$ cat src/rtl/pix_pkg.sv
`timescale 1ns/1ps
package pix_pkg;
  localparam int unsigned CNT_W  = 16;
  localparam int unsigned TRIM_W = 12;

  typedef enum logic [1:0] {
    SH_FROM_UP    = 2'd0,
    SH_FROM_DOWN  = 2'd1,
    SH_FROM_LEFT  = 2'd2,
    SH_FROM_RIGHT = 2'd3
  } shift_dir_e;
endpackage

$ cat src/rtl/pix_counter.sv
`timescale 1ns/1ps
module pix_counter #(
  parameter int unsigned W = 16
) (
  input  logic         clk_i,
  input  logic         rst_ni,
  input  logic         clr_i,
  input  logic         load_i,
  input  logic [W-1:0] load_val_i,
  input  logic         step_i,
  input  logic         dir_lo_i,
  input  logic         dir_hi_i,
  input  logic         split_i,
  output logic [W-1:0] q_o
);
  localparam int unsigned HW = W / 2;
  localparam logic [W-1:0]  ONE  = 1;
  localparam logic [HW-1:0] HONE = 1;

  logic [W-1:0]  base, full, nxt;
  logic [HW-1:0] lo, hi;

  always_comb begin
    base = load_i ? load_val_i : q_o;   // shift first, then count
    full = dir_lo_i ? base + ONE : base - ONE;
    lo   = dir_lo_i ? base[HW-1:0] + HONE : base[HW-1:0] - HONE;
    hi   = dir_hi_i ? base[W-1:HW] + HONE : base[W-1:HW] - HONE;
    if (!step_i)      nxt = base;
    else if (split_i) nxt = {hi, lo};
    else              nxt = full;
  end

  always_ff @(posedge clk_i or negedge rst_ni) begin
    if (!rst_ni)     q_o <= '0;
    else if (clr_i)  q_o <= '0;
    else             q_o <= nxt;
  end

  a_r9_clear: assert property (@(posedge clk_i) disable iff (!rst_ni)
    clr_i |=> q_o == '0);
  a_r2_hold: assert property (@(posedge clk_i) disable iff (!rst_ni)
    (!clr_i && !load_i && !step_i) |=> $stable(q_o));
  a_r1_count_up: assert property (@(posedge clk_i) disable iff (!rst_ni)
    (!clr_i && !load_i && step_i && !split_i && dir_lo_i) |=> q_o == $past(q_o) + ONE);
  a_r1_count_down: assert property (@(posedge clk_i) disable iff (!rst_ni)
    (!clr_i && !load_i && step_i && !split_i && !dir_lo_i) |=> q_o == $past(q_o) - ONE);
  a_r6_load_then_count: assert property (@(posedge clk_i) disable iff (!rst_ni)
    (!clr_i && load_i && step_i && !split_i && dir_lo_i) |=> q_o == $past(load_val_i) + ONE);
  a_r7_hi_bank_up: assert property (@(posedge clk_i) disable iff (!rst_ni)
    (!clr_i && !load_i && step_i && split_i && dir_hi_i)
      |=> q_o[W-1:HW] == $past(q_o[W-1:HW]) + HONE);
  a_r8_lo_bank_down: assert property (@(posedge clk_i) disable iff (!rst_ni)
    (!clr_i && !load_i && step_i && split_i && !dir_lo_i)
      |=> q_o[HW-1:0] == $past(q_o[HW-1:0]) - HONE);
endmodule

$ cat src/rtl/pix_trim.sv
`timescale 1ns/1ps
module pix_trim #(
  parameter int unsigned       W   = 12,
  parameter logic [W-1:0]      RST = 12'h800
) (
  input  logic         clk_i,
  input  logic         rst_ni,
  input  logic         we_i,
  input  logic [W-1:0] data_i,
  output logic [W-1:0] trim_o
);
  always_ff @(posedge clk_i or negedge rst_ni) begin
    if (!rst_ni)   trim_o <= RST;
    else if (we_i) trim_o <= data_i;
  end

  a_r10_write: assert property (@(posedge clk_i) disable iff (!rst_ni)
    we_i |=> trim_o == $past(data_i));
  a_r10_keep: assert property (@(posedge clk_i) disable iff (!rst_ni)
    !we_i |=> $stable(trim_o));
endmodule

$ cat src/rtl/pix_cell.sv
`timescale 1ns/1ps
module pix_cell
  import pix_pkg::*;
#(
  parameter int unsigned CW = CNT_W,
  parameter int unsigned TW = TRIM_W
) (
  input  logic          clk_i,
  input  logic          rst_ni,
  input  logic          clr_i,
  input  logic          en_i,
  input  logic          pulse_i,
  input  logic          dir_lo_i,
  input  logic          dir_hi_i,
  input  logic          split_i,
  input  logic          shift_i,
  input  logic [1:0]    shift_dir_i,
  input  logic [CW-1:0] nb_up_i,
  input  logic [CW-1:0] nb_down_i,
  input  logic [CW-1:0] nb_left_i,
  input  logic [CW-1:0] nb_right_i,
  input  logic          trim_we_i,
  input  logic [TW-1:0] trim_data_i,
  output logic [CW-1:0] value_o,
  output logic [TW-1:0] trim_o
);
  logic [CW-1:0] sel;
  logic          step;

  always_comb begin
    unique case (shift_dir_e'(shift_dir_i))
      SH_FROM_UP:    sel = nb_up_i;
      SH_FROM_DOWN:  sel = nb_down_i;
      SH_FROM_LEFT:  sel = nb_left_i;
      default:       sel = nb_right_i;
    endcase
  end

  assign step = en_i & pulse_i;

  pix_counter #(.W(CW)) u_cnt (
    .clk_i      (clk_i),
    .rst_ni     (rst_ni),
    .clr_i      (clr_i),
    .load_i     (shift_i),
    .load_val_i (sel),
    .step_i     (step),
    .dir_lo_i   (dir_lo_i),
    .dir_hi_i   (dir_hi_i),
    .split_i    (split_i),
    .q_o        (value_o)
  );

  pix_trim #(.W(TW)) u_trim (
    .clk_i  (clk_i),
    .rst_ni (rst_ni),
    .we_i   (trim_we_i),
    .data_i (trim_data_i),
    .trim_o (trim_o)
  );

  a_r4_shift_load: assert property (@(posedge clk_i) disable iff (!rst_ni)
    (shift_i && !clr_i && !step) |=> value_o == $past(sel));
endmodule

$ cat src/rtl/pix_array.sv
`timescale 1ns/1ps
module pix_array
  import pix_pkg::*;
#(
  parameter int unsigned ROWS = 2,
  parameter int unsigned COLS = 2,
  localparam int unsigned N   = ROWS * COLS,
  localparam int unsigned AW  = (N > 1) ? $clog2(N) : 1
) (
  input  logic               clk_i,
  input  logic               rst_ni,
  input  logic               clr_i,
  input  logic               en_i,
  input  logic [N-1:0]       cnt_pulse_i,
  input  logic               dir_lo_i,
  input  logic               dir_hi_i,
  input  logic               split_i,
  input  logic               shift_i,
  input  logic [1:0]         shift_dir_i,
  input  logic [CNT_W-1:0]   preload_i,
  input  logic               trim_we_i,
  input  logic [AW-1:0]      trim_addr_i,
  input  logic [TRIM_W-1:0]  trim_data_i,
  output logic [N*CNT_W-1:0]  value_o,
  output logic [N*TRIM_W-1:0] trim_o
);
  logic [CNT_W-1:0] val [N];

  for (genvar r = 0; r < ROWS; r++) begin : g_row
    for (genvar c = 0; c < COLS; c++) begin : g_col
      localparam int unsigned P = r * COLS + c;
      logic [CNT_W-1:0] up_w, dn_w, lf_w, rt_w;
      logic             we_w;

      if (r == 0)        begin : g_top  assign up_w = preload_i;          end
      else               begin : g_itop assign up_w = val[P-COLS];        end
      if (r == ROWS - 1) begin : g_bot  assign dn_w = preload_i;          end
      else               begin : g_ibot assign dn_w = val[P+COLS];        end
      if (c == 0)        begin : g_lft  assign lf_w = preload_i;          end
      else               begin : g_ilft assign lf_w = val[P-1];           end
      if (c == COLS - 1) begin : g_rgt  assign rt_w = preload_i;          end
      else               begin : g_irgt assign rt_w = val[P+1];           end

      assign we_w = trim_we_i && (trim_addr_i == AW'(P));

      pix_cell u_cell (
        .clk_i       (clk_i),
        .rst_ni      (rst_ni),
        .clr_i       (clr_i),
        .en_i        (en_i),
        .pulse_i     (cnt_pulse_i[P]),
        .dir_lo_i    (dir_lo_i),
        .dir_hi_i    (dir_hi_i),
        .split_i     (split_i),
        .shift_i     (shift_i),
        .shift_dir_i (shift_dir_i),
        .nb_up_i     (up_w),
        .nb_down_i   (dn_w),
        .nb_left_i   (lf_w),
        .nb_right_i  (rt_w),
        .trim_we_i   (we_w),
        .trim_data_i (trim_data_i),
        .value_o     (val[P]),
        .trim_o      (trim_o[P*TRIM_W +: TRIM_W])
      );

      assign value_o[P*CNT_W +: CNT_W] = val[P];
    end
  end

  a_r5_edge_preload: assert property (@(posedge clk_i) disable iff (!rst_ni)
    (shift_i && !clr_i && !en_i && shift_dir_i == 2'd2)
      |=> value_o[CNT_W-1:0] == $past(preload_i));
  a_r10_onehot_write: assert property (@(posedge clk_i) disable iff (!rst_ni)
    (!trim_we_i) |=> $stable(trim_o));
endmodule

$ cat config.mk
export PLATFORM = sky130hd
export DESIGN_NAME = pix_array
export DESIGN_NICKNAME = d
export VERILOG_FILES = /design/src/rtl/pix_pkg.sv /design/src/rtl/pix_counter.sv /design/src/rtl/pix_trim.sv /design/src/rtl/pix_cell.sv /design/src/rtl/pix_array.sv
export SDC_FILE = /design/constraint.sdc
export NUM_CORES = 1
export LEC_CHECK = 0
export BUFFER_PORTS_ARGS = -buffer_cell sky130_fd_sc_hd__buf_4
export CORE_ASPECT_RATIO = 2
export CORE_MARGIN = 4
export CORE_UTILIZATION = 64
export CTS_CLUSTER_DIAMETER = 150
export DETAILED_ROUTE_END_ITERATION = 7
export GPL_ROUTABILITY_DRIVEN = 0
export PLACE_DENSITY = 0.95
export SYNTH_ARGS = -nofsm -noshare
export SYNTH_HDL_FRONTEND = slang
export SYNTH_SLANG_ARGS = --single-unit
$ cat constraint.sdc
create_clock -name clk_i -period 9.7 [get_ports clk_i]
set_input_delay 0.485 -clock clk_i [delete_from_list [all_inputs] [get_ports clk_i]]
set_output_delay 0.485 -clock clk_i [all_outputs]
set_load 0.005 [all_outputs]
==> results of run 1 <==
## metrics by stage
step / worst slack, ns / area [um^2] / hold WS (ns) / utilization / instances
final: 4.75 / 11900 / 0.181 / 0.753 / 1538
after global routing: 4.60 / 11900 / 0.245 / 0.753 / 1538
after CTS: 4.92 / 11900 / 0.208 / 0.753 / 1538
after detailed placement: 4.62 / 11600 / 0.493 / 0.733 / 1522
after global placement: 4.86 / 11600 / 0.489 / 0.733 / 1522
after floorplan: 5.31 / 10300 / 0.189 / - / 1222
## layout make-up
cell class / count / area [um^2]
multi-input combinational: 1007 / 7130
inverter: 38 / 143
clock buffer: 10 / 239
tap: 201 / 251
timing repair buffer: 164 / 1230
sequential: 112 / 2810
fill: 1079 / 3900
clock inverter: 6 / 73.8
## where the power goes
| group | switching (W) | total (W) | leakage, nW | internal, W |
|---|---|---|---|---|
| clock network | 0.000190 | 0.000402 | 0.148 | 0.000211 |
| logic | 0.000453 | 0.000829 | 3.97 | 0.000376 |
| registers | 0.0000804 | 0.000614 | 1.41 | 0.000534 |
| total | 0.000723 | 0.00185 | 5.53 | 0.00112 |
## critical path, stage by stage
cell and delay [ns]:
buf_4 0.12, inv_1 0.27, ha_1 0.31, buf_4 0.24, nor2_1 0.88, nand2_1 0.13, a31oi_1 0.50, inv_1 0.14
fa_1 0.41, nor2b_1 0.18, o21ai_1 0.12, a21boi_1 0.33, o311ai_1 0.12, nand2_1 0.15, a31o_1 0.22, a41oi_1 0.18
mux2i_1 0.18, nor3_1 0.23
## worst paths after layout
check | slack (ns) | startpoint | cells after the start | end
min in group clk_i | 0.38 | trim_data_i[4] | 2 | g_row[1].g_col[0].u_cell.u_trim.trim_o[4]
max reg2reg | 6.06 | g_row[1].g_col[1].u_cell.u_cnt.q_o[9] | 12 | g_row[0].g_col[1].u_cell.u_cnt.q_o[15]
max | 4.75 | shift_dir_i[0] | 18 | g_row[1].g_col[1].u_cell.u_cnt.q_o[14]
min | 0.18 | rst_ni | 1 | g_row[0].g_col[1].u_cell.u_cnt.q_o[6]
min reg2reg | 0.51 | g_row[1].g_col[0].u_cell.u_trim.trim_o[0] | 1 | g_row[1].g_col[0].u_cell.u_trim.trim_o[0]
max in group asynchronous | 8.30 | rst_ni | 2 | g_row[1].g_col[1].u_cell.u_cnt.q_o[12]
## flip-flops by register name (all words and copies together), names as in the netlist
name,flops
g_row.g_col.u_cell.u_trim.trim_o,48
g_row.g_col.u_cell.u_cnt.q_o,64
## layer usage
layer	track usage	part of all wire	wire length, um
met1	0.407	0.31	11300
met2	0.672	0.49	17800
met3	0.0946	0.11	3880
met4	0.311	0.10	3690
met5	0	0	0
## kinds of logic after synthesis
group,synth area share
AOI/OAI and AO/OA,0.276
xor gates and xnor gates,0.0526
adders and majority gates,0.117
buffers and inverters,0.0381
DFF,0.272
muxes,0.0936
and+or+nand+nor,0.150
## synth_stat cells, drive strengths merged, types with 3 or more instances
master and number:
xnor2 40, buf 12, a21o 45, nand2b 13, o21a 15, o311ai 3, dfstp 4, o31a 3
or4 3, mux2 76, clkinv 3, xor2 22, o211ai 10, o41ai 3, a22oi 53, nand2 121
a221oi 8, a311o 3, o21ai 80, o221ai 5, a31oi 25, ha 84, or2 4, a21boi 8
a311oi 4, o21bai 8, inv 35, nor3 31, mux2i 11, a211oi 23, nor2b 12, fa 8
nand4 4, o31ai 7, a2111oi 4, and2 11, nor2 99, a21oi 97, clkbuf 53, nand3b 4
or3 10, nand3 23, dfrtp 108, and3 4
==> flow_summary.toml, run 1 <==
[cts]
root_buffer = "clkbuf_16"
post_cts_buffers = 0
cts_sinks = 112
cts_hold_buf = 0
cts.repair.resized = 0
cts_buffers = 9
clock_latency_ns = 0.37
ctsHtreeMaxLevel = 3
path_clk_slew_ns = 0.08
cts_tree = "yes"
cts_buffer_depth = 2

[placement]
place.port_buffers = 156
dp_hpwl_mm = 26.7

[timing]
worst_pin_slew_ns = 1.14
min_period_ns = 4.95
finalHoldViolCount = 0
slew_viol_final = 0
period_share = 0.511
rsz0062_at_grt = "false"
setup_violations = 0
max_freq_ghz = 0.202
slew_headroom = 0.238
fin_skew_ns = 0.0104
setup_tns_ns = 0

[flow_run]
maxCapViolCount = 0

[critical_path]
crit_type = "in2reg"
cp-end-kind = "flip-flop"
crit_fanout = 34
cp.arrival_ns = 5.23
required_ns = 9.97
critPathLaunchType = "input pin"

[global_route]
grt_max_degree = 81
grtUsageTotal = 0.394
grt_pass1_vias = 10900
antenna_found_initial = 0
grt.overflow.total = 0
grt_pass1_wl_mm = 57.4

[power]
leakagePower_nw = 5.53
peakVddDrop_v = 0.0000871
power_w = 0.00185
p_per_area_nw_per_um2 = 155

[routing]
drc = 1
vias = 10900
wire_per_inst_um = 23.9
viasPerCell = 7.10
first_iter_violations = 1334
drtPass1Iterations = 8
wirelength_mm = 36.7
antenna_left = 0

[synthesis]
synth_area_leaders = "dfrtp_1, ha_1, mux2_2"
yosys.area.top_type_share = 0.262
synth_area_leader_cell = "dfrtp_1"
synth_ff_type = "dfrtp_1"
synth_edf_count = 0
synth_cells = 1222
synth_seq_area_share = 0.272
synth_warnings = 0
syn_area_um2 = 10300
ys_ff_latch = 112
synth_cell_types = 74
avgSynthCellArea_um2 = 8.45
synthArstFlopShare = 1.00
syn-num-nets = 1359

[finish]
nNetsFinal = 1469
syn2layout_area_growth_pct = 15.0
drive_above_1_share = 0.211
mostFrequentLayoutCells = "buf_4, nand2_1, dfrtp_1"
final_common_cell = "buf_4"
antenna_cells = 0

[floorplanning]
initial_core_util = 0.654
core_area_um2 = 15800
io_pins = 157
dieArea_um2 = 18300
die_x_um = 97.8
rows = 65
fp.dieH_um = 188

[hold_path]
worstHoldPathType = "in2async"

[run_status]
status = "finished with violations"
violations = "DRC"
(Power assumes the default switching activity.)
==> inputs of run 2 (changes only) <==
Settings changed: CORE_UTILIZATION 64 to 59, PLACE_DENSITY 0.95 to 0.93.
Clock period 9.7 ns to 5.05 ns, I/O delays scaled along.
==> flow_summary.toml, run 2 (same netlist as run 1, synthesis figures left out) <==
[timing]
fin_skew_ns = 0.0129
min_period_ns = 4.37
slew_viol_final = 0
worst_pin_slew_ns = 1.03
slew_headroom = 0.312
holdWs_ns = 0.148
finalHoldViolCount = 0
setup_violations = 0
max_freq_ghz = 0.229
fin_ws_ns = 0.676
period_share = 0.866
setup_tns_ns = 0
rsz0062_at_grt = "false"

[global_route]
grtUsageTotal = 0.359
antenna_found_initial = 0
grt_max_degree = 59
grt_pass1_vias = 10600
grt_pass1_wl_mm = 55.4
grt.overflow.total = 0

[critical_path]
reg2reg_depth = 13
r2r_setup_slack_ns = 1.42
cp_cell_sequence = "buf_4 -> inv_1 -> ha_1 -> buf_4 -> a221oi_1 -> nor3_1 -> a21oi_1 -> fa_1 -> nor2b_1 -> o21ai_0 -> a21boi_1 -> o31ai_1 -> a21oi_1 -> a21o_1 -> o21ai_1 -> mux2_2 -> a21oi_1"
path_delay_family = "compound AO/OA/AOI/OAI gates"
crit_type = "in2reg"
crit_fanout = 32
cp-end-kind = "flip-flop"
cpPeakStageDelay_ns = 0.51
crit_buf_inv = 3
cp.arrival_ns = 4.67
required_ns = 5.34
cp_common_cell = "a21oi_1"
critPathLaunchType = "input pin"
crit_slowest_cell = "ha_1"
crit_cells = 17

[routing]
viasPerCell = 6.93
antenna_left = 0
wire_per_inst_um = 22.9
first_iter_violations = 1028
drc = 6
drtPass1Iterations = 8
vias = 10800
wirelength_mm = 35.7

[power]
p_per_area_nw_per_um2 = 293
peakVddDrop_v = 0.000156
leakagePower_nw = 5.56
power_w = 0.00349

[cts]
ctsHtreeMaxLevel = 3
cts_buffers = 9
cts.repair.resized = 0
path_clk_slew_ns = 0.07
root_buffer = "clkbuf_16"
clock_latency_ns = 0.37
cts_buffer_depth = 2
cts_tree = "yes"
cts_sinks = 112

[finish]
mostFrequentLayoutCells = "buf_4, nand2_1, dfrtp_1"
final_common_cell = "buf_4"
antenna_cells = 0
final_util = 0.691
top_register = "g_row.g_col.u_cell.u_cnt.q_o"
largest_reg_flops = 64
nNetsFinal = 1477
drive_above_1_share = 0.215
reg.largest.list = "g_row.g_col.u_cell.u_cnt.q_o (64), g_row.g_col.u_cell.u_trim.trim_o (48)"
syn2layout_area_growth_pct = 15.6

[placement]
pre_cts_ws_ns = 0.475
dp_hpwl_mm = 27.0
place.port_buffers = 156

[hold_path]
worstHoldPathType = "in2reg"
hold_depth = 2

[flow_run]
maxCapViolCount = 0

[floorplanning]
initial_core_util = 0.598
io_pins = 157
core_area_um2 = 17300
die_x_um = 102
dieArea_um2 = 19800
rows = 68
fp.dieH_um = 195

[run_status]
violations = "DRC"
status = "finished with violations"
[run 2: repair_timing]
| item | 4_1_cts | 5_1_grt |
|---|---|---|
| setup buffers | 0 | 0 |
| hold endpoints to repair | 15 | 0 |
| hold buffers | 1 | 0 |
[run 2: metrics by stage]
stage	cells	instance area, um^2
global placement	1538	11600
global route	1555	11900
detailed placement	1538	11600
CTS	1555	11900
floorplan	1222	10300
finish	1555	11900
[run 2: layout make-up]
cell class	instances	area (um^2)
clock buffer	9	225
timing repair buffer	172	1290
sequential	112	2810
multi-input combinational	1007	7130
fill	1359	5340
inverter	38	143
clock inverter	7	70.1
tap	210	263
[run 2: metal layers]
layer / vias up / GRT usage / share of wire
met5: - / 0 / 0
met3: 253 / 0.0901 / 0.095
li1: 4755 / - / -
met4: 0 / 0.293 / 0.095
met1: 5009 / 0.366 / 0.32
met2: 755 / 0.601 / 0.49
[run 2: worst paths after layout]
kind | from | endpoint
hold reg to reg | g_row[1].g_col[1].u_cell.u_trim.trim_o[8] | g_row[1].g_col[1].u_cell.u_trim.trim_o[8]
hold / removal | trim_data_i[0] | g_row[0].g_col[1].u_cell.u_trim.trim_o[0]
min in group asynchronous | rst_ni | g_row[0].g_col[1].u_cell.u_cnt.q_o[4]
setup / recovery | shift_dir_i[0] | g_row[1].g_col[0].u_cell.u_cnt.q_o[14]
setup reg to reg | g_row[0].g_col[0].u_cell.u_cnt.q_o[2] | g_row[1].g_col[0].u_cell.u_cnt.q_o[13]
max in group asynchronous | rst_ni | g_row[0].g_col[1].u_cell.u_trim.trim_o[9]
[run 2: power breakdown]
part / internal (W) / total [W] / switching, W
Clock: 0.000385 / 0.000736 / 0.000351
Sequential: 0.00103 / 0.00117 / 0.000146
Combinational: 0.000728 / 0.00158 / 0.000855
Total: 0.00214 / 0.00349 / 0.00135
